File: config.mk
export PLATFORM = sky130hd
export DESIGN_NAME = prog_status_ctrl
export DESIGN_NICKNAME = d
export VERILOG_FILES = /design/src/rtl/psc_pkg.sv /design/src/rtl/psc_prot_bank.sv /design/src/rtl/psc_seq_fsm.sv /design/src/rtl/psc_status_mux.sv /design/src/rtl/prog_status_ctrl.sv
export SDC_FILE = /design/constraint.sdc
export NUM_CORES = 1
export LEC_CHECK = 0
export ABC_CLOCK_PERIOD_IN_PS = 1700
export BUFFER_PORTS_ARGS = -buffer_cell sky130_fd_sc_hd__buf_2
export CORE_MARGIN = 2
export CORE_UTILIZATION = 46
export CTS_BUF_LIST = sky130_fd_sc_hd__clkbuf_8
export DETAILED_ROUTE_END_ITERATION = 16
export PLACE_DENSITY = 0.79
export SLEW_MARGIN = 15
export SYNTH_ARGS = -nofsm -noshare
export SYNTH_HDL_FRONTEND = slang
export SYNTH_HIERARCHICAL = 1
export SYNTH_SLANG_ARGS = --single-unit
File: constraint.sdc
create_clock -name clk -period 1.7 [get_ports clk]
set_input_delay 0.34 -clock clk [delete_from_list [all_inputs] [get_ports clk]]
set_output_delay 0.34 -clock clk [all_outputs]
set_load 0.01 [all_outputs]
File: src/rtl/psc_pkg.sv
package psc_pkg;
  typedef enum logic [2:0] {
    ST_IDLE  = 3'd0,
    ST_CHECK = 3'd1,
    ST_PROG  = 3'd2,
    ST_FAIL  = 3'd3,
    ST_ABORT = 3'd4
  } psc_state_e;

  function automatic int max2(input int a, input int b);
    return (a > b) ? a : b;
  endfunction
endpackage

File: src/rtl/psc_prot_bank.sv
module psc_prot_bank #(
  parameter int SW = 3
) (
  input  logic                 clk,
  input  logic                 rst_n,
  input  logic                 wr_ok,
  input  logic                 prot_wr_en,
  input  logic [SW-1:0]        prot_wr_sector,
  input  logic                 prot_wr_val,
  input  logic                 tmp_unprotect,
  input  logic [SW-1:0]        sect_i,
  output logic [(1<<SW)-1:0]   prot_map,
  output logic                 blocked
);
  localparam int NSECT = 1 << SW;

  // one protect flop per sector; writes land only when the sequencer is idle
  for (genvar s = 0; s < NSECT; s++) begin : g_sect
    always_ff @(posedge clk) begin
      if (!rst_n)
        prot_map[s] <= 1'b0;
      else if (wr_ok && prot_wr_en && (prot_wr_sector == SW'(s)))
        prot_map[s] <= prot_wr_val;
    end
  end

  assign blocked = prot_map[sect_i] && !tmp_unprotect;
endmodule

File: src/rtl/psc_seq_fsm.sv
module psc_seq_fsm
  import psc_pkg::*;
#(
  parameter int AW          = 10,
  parameter int DW          = 8,
  parameter int PROG_CYC    = 24,
  parameter int TIMEOUT_CYC = 64,
  parameter int READY_CYC   = 12,
  parameter int RST_MIN     = 4
) (
  input  logic          clk,
  input  logic          rst_n,
  input  logic          hw_reset_n,
  input  logic          launch_valid,
  input  logic [AW-1:0] launch_addr,
  input  logic [DW-1:0] launch_data,
  input  logic          blocked,
  input  logic          cmd_reset,
  input  logic [DW-1:0] arr_rdata,
  output logic          launch_ready,
  output logic          stat_mode,
  output logic          abort_wait,
  output logic [AW-1:0] lat_addr,
  output logic [DW-1:0] lat_data,
  output logic          fail,
  output logic          arr_wr_en
);
  localparam int MAXC = max2(max2(PROG_CYC, TIMEOUT_CYC), READY_CYC);
  localparam int CW   = $clog2(MAXC + 1);
  localparam int RW   = $clog2(RST_MIN + 1);

  psc_state_e    state;
  logic [CW-1:0] cnt;
  logic [RW-1:0] rcnt;
  logic          fail_pend;
  logic          hw_abort;
  logic          accept;
  logic          raise_bits;

  assign hw_abort     = !hw_reset_n && (rcnt == RW'(RST_MIN - 1));
  assign launch_ready = (state == ST_IDLE) && hw_reset_n;
  assign accept       = launch_valid && launch_ready;
  assign raise_bits   = |(lat_data & ~arr_rdata);
  assign stat_mode    = (state == ST_CHECK) || (state == ST_PROG) || (state == ST_FAIL);
  assign abort_wait   = (state == ST_ABORT);
  assign arr_wr_en    = (state == ST_PROG) && (cnt == '0) && !fail_pend && !hw_abort;

  // consecutive low-edge count of the hardware reset, saturating
  always_ff @(posedge clk) begin
    if (!rst_n || hw_reset_n)
      rcnt <= '0;
    else if (rcnt != RW'(RST_MIN))
      rcnt <= rcnt + 1'b1;
  end

  always_ff @(posedge clk) begin
    if (!rst_n) begin
      state     <= ST_IDLE;
      cnt       <= '0;
      fail_pend <= 1'b0;
      fail      <= 1'b0;
      lat_addr  <= '0;
      lat_data  <= '0;
    end else if (hw_abort) begin
      if (state != ST_IDLE) begin
        state <= ST_ABORT;
        cnt   <= CW'(READY_CYC - 1);
      end
      fail      <= 1'b0;
      fail_pend <= 1'b0;
    end else begin
      unique case (state)
        ST_IDLE: begin
          if (accept && !blocked) begin
            lat_addr <= launch_addr;
            lat_data <= launch_data;
            state    <= ST_CHECK;
          end
        end
        ST_CHECK: begin
          fail_pend <= raise_bits;
          cnt       <= raise_bits ? CW'(TIMEOUT_CYC - 1) : CW'(PROG_CYC - 1);
          state     <= ST_PROG;
        end
        ST_PROG: begin
          if (cnt == '0) begin
            if (fail_pend) begin
              fail  <= 1'b1;
              state <= ST_FAIL;
            end else begin
              state <= ST_IDLE;
            end
          end else begin
            cnt <= cnt - 1'b1;
          end
        end
        ST_FAIL: begin
          if (cmd_reset && hw_reset_n) begin
            fail      <= 1'b0;
            fail_pend <= 1'b0;
            state     <= ST_IDLE;
          end
        end
        ST_ABORT: begin
          if (cnt == '0) state <= ST_IDLE;
          else           cnt   <= cnt - 1'b1;
        end
        default: state <= ST_IDLE;
      endcase
    end
  end
endmodule

File: src/rtl/psc_status_mux.sv
module psc_status_mux #(
  parameter int DW = 8
) (
  input  logic          clk,
  input  logic          rst_n,
  input  logic          rd_en,
  input  logic          hw_reset_n,
  input  logic          stat_mode,
  input  logic          abort_wait,
  input  logic          lat_bit7,
  input  logic          fail,
  input  logic [DW-1:0] arr_rdata,
  output logic [DW-1:0] dq_out,
  output logic          dq_oe
);
  logic rd_q;
  logic toggle;
  logic [DW-1:0] status;

  // toggle advances at the end of each read so it is stable within a read
  always_ff @(posedge clk) begin
    if (!rst_n) begin
      rd_q   <= 1'b0;
      toggle <= 1'b0;
    end else begin
      rd_q <= rd_en;
      if (rd_q && !rd_en && stat_mode) toggle <= ~toggle;
    end
  end

  always_comb begin
    status    = '0;
    status[7] = ~lat_bit7;
    status[6] = toggle;
    status[5] = fail;
  end

  assign dq_out = stat_mode ? status : arr_rdata;
  assign dq_oe  = rd_en && hw_reset_n && !abort_wait;
endmodule

File: src/rtl/prog_status_ctrl.sv
module prog_status_ctrl #(
  parameter int AW          = 10,
  parameter int DW          = 8,
  parameter int SW          = 3,
  parameter int PROG_CYC    = 24,
  parameter int TIMEOUT_CYC = 64,
  parameter int READY_CYC   = 12,
  parameter int RST_MIN     = 4
) (
  input  logic                 clk,
  input  logic                 rst_n,
  input  logic                 hw_reset_n,
  input  logic                 tmp_unprotect,
  input  logic                 launch_valid,
  output logic                 launch_ready,
  input  logic [AW-1:0]        launch_addr,
  input  logic [DW-1:0]        launch_data,
  input  logic                 cmd_reset,
  input  logic                 prot_wr_en,
  input  logic [SW-1:0]        prot_wr_sector,
  input  logic                 prot_wr_val,
  output logic [(1<<SW)-1:0]   prot_map,
  input  logic                 rd_en,
  input  logic [AW-1:0]        rd_addr,
  output logic [DW-1:0]        dq_out,
  output logic                 dq_oe,
  output logic                 ready,
  output logic [AW-1:0]        arr_addr,
  input  logic [DW-1:0]        arr_rdata,
  output logic                 arr_wr_en,
  output logic [AW-1:0]        arr_wr_addr,
  output logic [DW-1:0]        arr_wr_data
);
  logic          blocked;
  logic          stat_mode;
  logic          abort_wait;
  logic          fail;
  logic [AW-1:0] lat_addr;
  logic [DW-1:0] lat_data;

  psc_prot_bank #(.SW(SW)) prot_i (
    .clk            (clk),
    .rst_n          (rst_n),
    .wr_ok          (launch_ready),
    .prot_wr_en     (prot_wr_en),
    .prot_wr_sector (prot_wr_sector),
    .prot_wr_val    (prot_wr_val),
    .tmp_unprotect  (tmp_unprotect),
    .sect_i         (launch_addr[AW-1 -: SW]),
    .prot_map       (prot_map),
    .blocked        (blocked)
  );

  psc_seq_fsm #(
    .AW(AW), .DW(DW), .PROG_CYC(PROG_CYC), .TIMEOUT_CYC(TIMEOUT_CYC),
    .READY_CYC(READY_CYC), .RST_MIN(RST_MIN)
  ) fsm_i (
    .clk          (clk),
    .rst_n        (rst_n),
    .hw_reset_n   (hw_reset_n),
    .launch_valid (launch_valid),
    .launch_addr  (launch_addr),
    .launch_data  (launch_data),
    .blocked      (blocked),
    .cmd_reset    (cmd_reset),
    .arr_rdata    (arr_rdata),
    .launch_ready (launch_ready),
    .stat_mode    (stat_mode),
    .abort_wait   (abort_wait),
    .lat_addr     (lat_addr),
    .lat_data     (lat_data),
    .fail         (fail),
    .arr_wr_en    (arr_wr_en)
  );

  psc_status_mux #(.DW(DW)) mux_i (
    .clk        (clk),
    .rst_n      (rst_n),
    .rd_en      (rd_en),
    .hw_reset_n (hw_reset_n),
    .stat_mode  (stat_mode),
    .abort_wait (abort_wait),
    .lat_bit7   (lat_data[7]),
    .fail       (fail),
    .arr_rdata  (arr_rdata),
    .dq_out     (dq_out),
    .dq_oe      (dq_oe)
  );

  // latched address owns the array port only while the operation is live
  assign arr_addr    = stat_mode ? lat_addr : rd_addr;
  assign arr_wr_addr = lat_addr;
  assign arr_wr_data = lat_data;
  assign ready       = !(stat_mode || abort_wait);
endmodule

* Word level (Yosys, flattened, before mapping) *
Cells that the tools add are included.

storage, ports and cells
  bits in registers = 43
  bits in latches = 0
  memory bits (writable) = 0
  memory bits (read-only) = 0
  bits of input ports = 48
  output and inout port bits = 48
  word-level logic and storage cells = 120
  memories = 0

operators by class
  $add $sub $neg = 2
  multipliers = 0
  divide/modulo/power cells = 0
  order comparisons = 1
  equality and inequality tests = 22
  shift-type cells = 0
  multiplexer cells = 22
  bitwise logic cells = 6
  reductions and logical operators = 50

operators with widths
  operator               count
  $logic_and A1 B1 Y1    22
  $mux W7                3
  $mux W3                6
  $eq A3 B2 Y1 const B   5
  $eq A3 B3 Y1 const B   5
  $pmux W3 S5            1
  $pmux W7 S2            1
  $ne A3 B2 Y1 const B   4
  $mux W10               1
  $logic_not A1 Y1       9
  $and A8 B8 Y8          1
  $mux W8                1
  $not A8 Y8             1
  $reduce_or A8 Y1       1
  $logic_not A7 Y1       1
  $sub A7 B1 Y7 const B  1
  $eq A3 B1 Y1 const B   2
  $logic_not A3 Y1       2
  $mux W6                1
  $ne A2 B2 Y1 const B   3
  $reduce_and A3 Y1      2
  $reduce_bool A3 Y1     2
  $reduce_and A5 Y1      1
  $logic_or A1 B1 Y1     4
  14 further kinds       23

* Logic depth before layout (Yosys ltp) *
  depth in word-level cells = 8
  depth in mapped cells = 8
  gate-level depth less buffers = 6

* By module *
The synthesis kept the hierarchy.

by module, submodules not included
  module            times used  cells each  area each (µm²)  sequential area each (µm²)
  psc_seq_fsm       1           197         1,647.8          660.6
  psc_prot_bank     1           54          439.2            160.2
  psc_status_mux    1           19          192.7            40.0
  prog_status_ctrl  1           12          161.4            0.0

* Worst setup path before layout *
Ideal clock, no wire load.

  kind = input to register
  start = in launch_addr[8]
  end = reg fsm_i.lat_addr[0]
  library setup time = 0.132 ns
  arrival = 1.676 ns
  data required time = 1.568 ns
  slack = -0.108 ns
  cell stages on the path = 7
  path buffers = 1
  cells stage by stage = mux4_1 nor2_1 a311oi_1 nand4b_2 clkbuf_1 nand2_1 a21oi_1

between the ends
  word-level cells in the longest chain between the ends = 6

RTL lines
  element                             RTL line                text
  from (decl)                         prog_status_ctrl.sv:16  input logic [AW-1:0] launch_addr,
  $bmux W1 S3                         psc_prot_bank.sv:27     assign blocked = prot_map[sect_i] && !tmp_unprotect;
  $mux W1 (not written as such)       psc_prot_bank.sv:27
  $logic_and A1 B1 Y1                 psc_prot_bank.sv:27
  via blocked                         prog_status_ctrl.sv:34  logic blocked;
  $logic_not A1 Y1                    psc_seq_fsm.sv:74       if (accept && !blocked) begin
  $logic_and A1 B1 Y1                 psc_seq_fsm.sv:74
  $reduce_and A3 Y1 (no source line)  --
  to (signal assigned)                psc_seq_fsm.sv:75       lat_addr <= launch_addr;
  to (decl)                           psc_seq_fsm.sv:23       output logic [AW-1:0] lat_addr,

The timed path passes the listed nets, and every way through them passes these cells. The select of a mux whose other input is x is not followed.
A chain may end at the register's enable or synchronous reset.

* Worst setup path after layout *
  start = reg fsm_i.state[0]
  end = out dq_out[6]

between the ends
  word-level cells in the longest chain between the ends = 4
  elaborated cells between the ends (all ways) = 6
  those cells by class = eq/ne: 3; mux: 1; reduce/logical: 2

RTL lines
  element                                              RTL line                text
  from (decl)                                          psc_seq_fsm.sv:32       psc_state_e state;
  from (signal assigned)                               psc_seq_fsm.sv:58       state <= ST_IDLE;
  from (signal assigned)                               psc_seq_fsm.sv:66       state <= ST_ABORT;
  from (signal assigned)                               psc_seq_fsm.sv:77       state <= ST_CHECK;
  $eq A3 B1 Y1 / $eq A3 B2 Y1 (equally long branches)  psc_seq_fsm.sv:44       assign stat_mode = (state == ST_CHECK) || (state == ST_PROG) || (state == ST_FAIL);
  $logic_or A1 B1 Y1                                   psc_seq_fsm.sv:44
  $logic_or A1 B1 Y1 *                                 psc_seq_fsm.sv:44
  via stat_mode                                        prog_status_ctrl.sv:35  logic stat_mode;
  $mux W8 *                                            psc_status_mux.sv:38    assign dq_out = stat_mode ? status : arr_rdata;
  to (decl)                                            prog_status_ctrl.sv:25  output logic [DW-1:0] dq_out,

The timed path passes the listed nets; every way through them passes the cells marked *.

==> impl_metrics.tcl <==
set metrics [dict create \
    status "finished with violations" \
    violations "setup timing" \
    die_h_um 76.85 \
    numCtsBuffers 5 \
    viasPerCell 5.615 \
    die_w_um 76.85 \
    hold_buffers 0 \
    yosys_register_bits 43 \
    drt_iter0_markers 173 \
    htreeDepth 2 \
    fin_hold_ws_ps 264.5 \
    synthesis.instances 282 \
    drc 0 \
    grt_setup_unrepaired "true" \
    tritoncts "built" \
    layout.nets 465 \
    crit_type "flip-flop to output port" \
    slew_headroom 0.6681 \
    design_area_mm2 0.003871 \
    cts_num_sinks 43 \
    synth_cell_types 56 \
    ir_worst_vdd_uv 488.7 \
    p_per_area_mw_per_mm2 875.7 \
    grt_usage 0.2327 \
    grt_pass1_vias 2452 \
    max_clock_freq_ghz 0.5042 \
    finalClockSkew_ps 13.02 \
    async_flop_share 0 \
    synth_compound_area_frac 0.1712 \
    setup_viol 43 \
    syn-num-nets 335 \
    synth-main-ff-cell "dfxtp_1" \
    critPathLaunchType "flip-flop" \
    io_pins 96 \
    synth_edf_count 0 \
    drv_cap 0 \
    syn2layout_area_growth_pct 58.59 \
    final-hold-violation-count 0 \
    dpl-instance-area_mm2 0.003126 \
    cts_root_buf "clkbuf_8" \
    arrival_ps 1640 \
    period_share 1.167 \
    grt_pass1_wl_mm 11.26 \
    synth_simple_gate_area_frac 0.2927 \
    first_pass_iters 5 \
    coreArea_mm2 0.005107 \
    place.gp.congestion 0.8806 \
    hp-class "input pin to flip-flop" \
    worst_slack_ps -283.3 \
    path_clk_slew_ps 80 \
    final_core_util 0.7580 \
    place_hpwl_mm 4.887 \
    clockBufferDepth 2 \
    final_cells 483 \
    dp_cells 457 \
    synth_top_family_by_area "simple AND/OR/NAND/NOR gates" \
    post-route-min-period_ps 1983 \
    worst-slew-pin-transition_ps 485.4 \
    vias 2712 \
    grt.overflow.total 0 \
    reg2reg_slack_ps -160 \
    final_antenna_net_count 0 \
    detail_route.wl_per_cell_um 17.61 \
    critPathCaptureType "output port" \
    synth_xor_area_frac 0.007176 \
    final_max_slew_viol_count 0 \
    synth-adder-area-share 0.02563 \
    drive_gt1_frac 0.5448 \
    n_antenna_cell 0 \
    wirelength_mm 8.507 \
    rows 26 \
    antenna_found_initial 0 \
    start_util 0.4780 \
    clk_latency_ps 320 \
    synthMuxAreaShare 0.09944 \
    total_power_w 0.003390 \
    grt_start_max_net_pins 22 \
    leakage_nw 1.819 \
    port_buffers 95 \
    die-area_mm2 0.005905 \
    synth.avg_cell_area_um2 8.656 \
    path_max_fanout 5 \
    ys_seq_area_frac 0.3526 \
    yosys_warnings 6 \
    synth_area_mm2 0.002441 \
    crit_required_ps 1360 \
]
-- sequential cells by signal (all words and copies together), names as in the netlist, 3 cells and up --
name,flops
fsm_i/state,3
fsm_i/lat_data,8
prot_i/prot_map,8
fsm_i/cnt,7
fsm_i/rcnt,3
fsm_i/lat_addr,10
-- what timing repair did --
item,in CTS,in global routing
pin swaps,5,37
resized for setup,15,95
endpoints found under the setup margin,24,47
cloned,2,3
setup buffers,6,9
-- worst max-delay path: stages (launching register included) --
cell and delay, ps:
dfxtp_2 380, nor2_4 60, nor2_4 200, buf_6 160, buf_8 120, mux2_4 300, buf_6 120
-- Yosys cell counts, types with 3 or more instances --
library cell,instances,area share
ha_1,5,0.026
a31oi_1,5,0.013
nor2b_1,10,0.026
o21ai_0,7,0.014
nor3_1,3,0.0061
buf_2,4,0.0082
nand3b_1,4,0.012
dfxtp_1,43,0.35
a21oi_1,31,0.064
clkbuf_1,4,0.0061
nand2b_1,7,0.018
o31ai_1,4,0.012
and2_1,4,0.010
nand3_1,11,0.023
and2b_2,5,0.018
mux2_4,11,0.068
a2111oi_0,3,0.011
mux2i_1,4,0.016
a21o_1,3,0.0092
nor2_1,12,0.018
nand2_1,46,0.071
buf_6,3,0.014
nand4_1,4,0.010
inv_1,10,0.015
-- metal layers --
| layer | vias to the layer above | global-route usage | routed length, µm |
|---|---|---|---|
| met5 | - | 0 | 0 |
| met4 | 0 | 0.09818 | 350 |
| met3 | 31 | 0.04471 | 528 |
| met2 | 121 | 0.4184 | 4333 |
| met1 | 1297 | 0.2675 | 3294 |
| li1 | 1263 | - | - |
-- area by class of cell --
class / instances / area [µm²]
clock buffers: 5 / 68.82
flip-flops and latches: 43 / 872.1
clock inverters: 3 / 16.27
inverters: 11 / 41.29
well taps: 70 / 87.58
repair buffers: 136 / 1051
multi-input cells: 215 / 1734
fillers: 323 / 1236
-- per-stage QoR --
stage	setup WS, ps	setup TNS (ps)
detailed placement	-155.3	-2259
global placement	-96.07	-1422
global route	-322.2	-9210
CTS	-217.7	-3621
finish	-283.3	-6417
floorplan	6.240	0
-- where the power goes --
group	switching, W	total [W]	internal (W)
Sequential	0.0000801	0.00116	0.00108
Clock	0.000386	0.000668	0.000282
Combinational	0.000739	0.00156	0.000821
-- layout by cell type (no fill, tap or decap), types with 7 or more instances in the layout --
cell type,Yosys,final
dfxtp_1,43,36
buf_4,2,27
o21ai_0,7,7
nand3_1,11,11
nor2_1,12,9
nand2_4,0,15
nor2b_1,10,10
a21oi_2,0,19
a21oi_1,31,12
inv_1,10,11
buf_6,3,22
nand2_1,46,27
nand2b_1,7,7
buf_2,4,77
mux2_4,11,12
-- worst paths after layout --
check / to / cells after the start / from
worst max register to register: fsm_i/lat_data[4] / 7 / prot_i/prot_map[7]
worst max-delay path: dq_out[6] / 6 / fsm_i/state[0]
worst min register to register: fsm_i/lat_addr[0] / 2 / fsm_i/lat_addr[0]
worst min-delay path: fsm_i/lat_addr[6] / 3 / launch_addr[6]
-- logic make-up after synthesis --
| group | after synthesis |
|---|---|
| flip-flops | 43 |
| XOR/XNOR | 2 |
| buffers and inverters | 24 |
| AND/OR/NAND/NOR | 125 |
| multiplexers | 17 |
| adder cells (fa/ha/maj) | 5 |
| AO/OA/AOI/OAI | 66 |
Note: power is estimated with default switching activity, not from simulation.
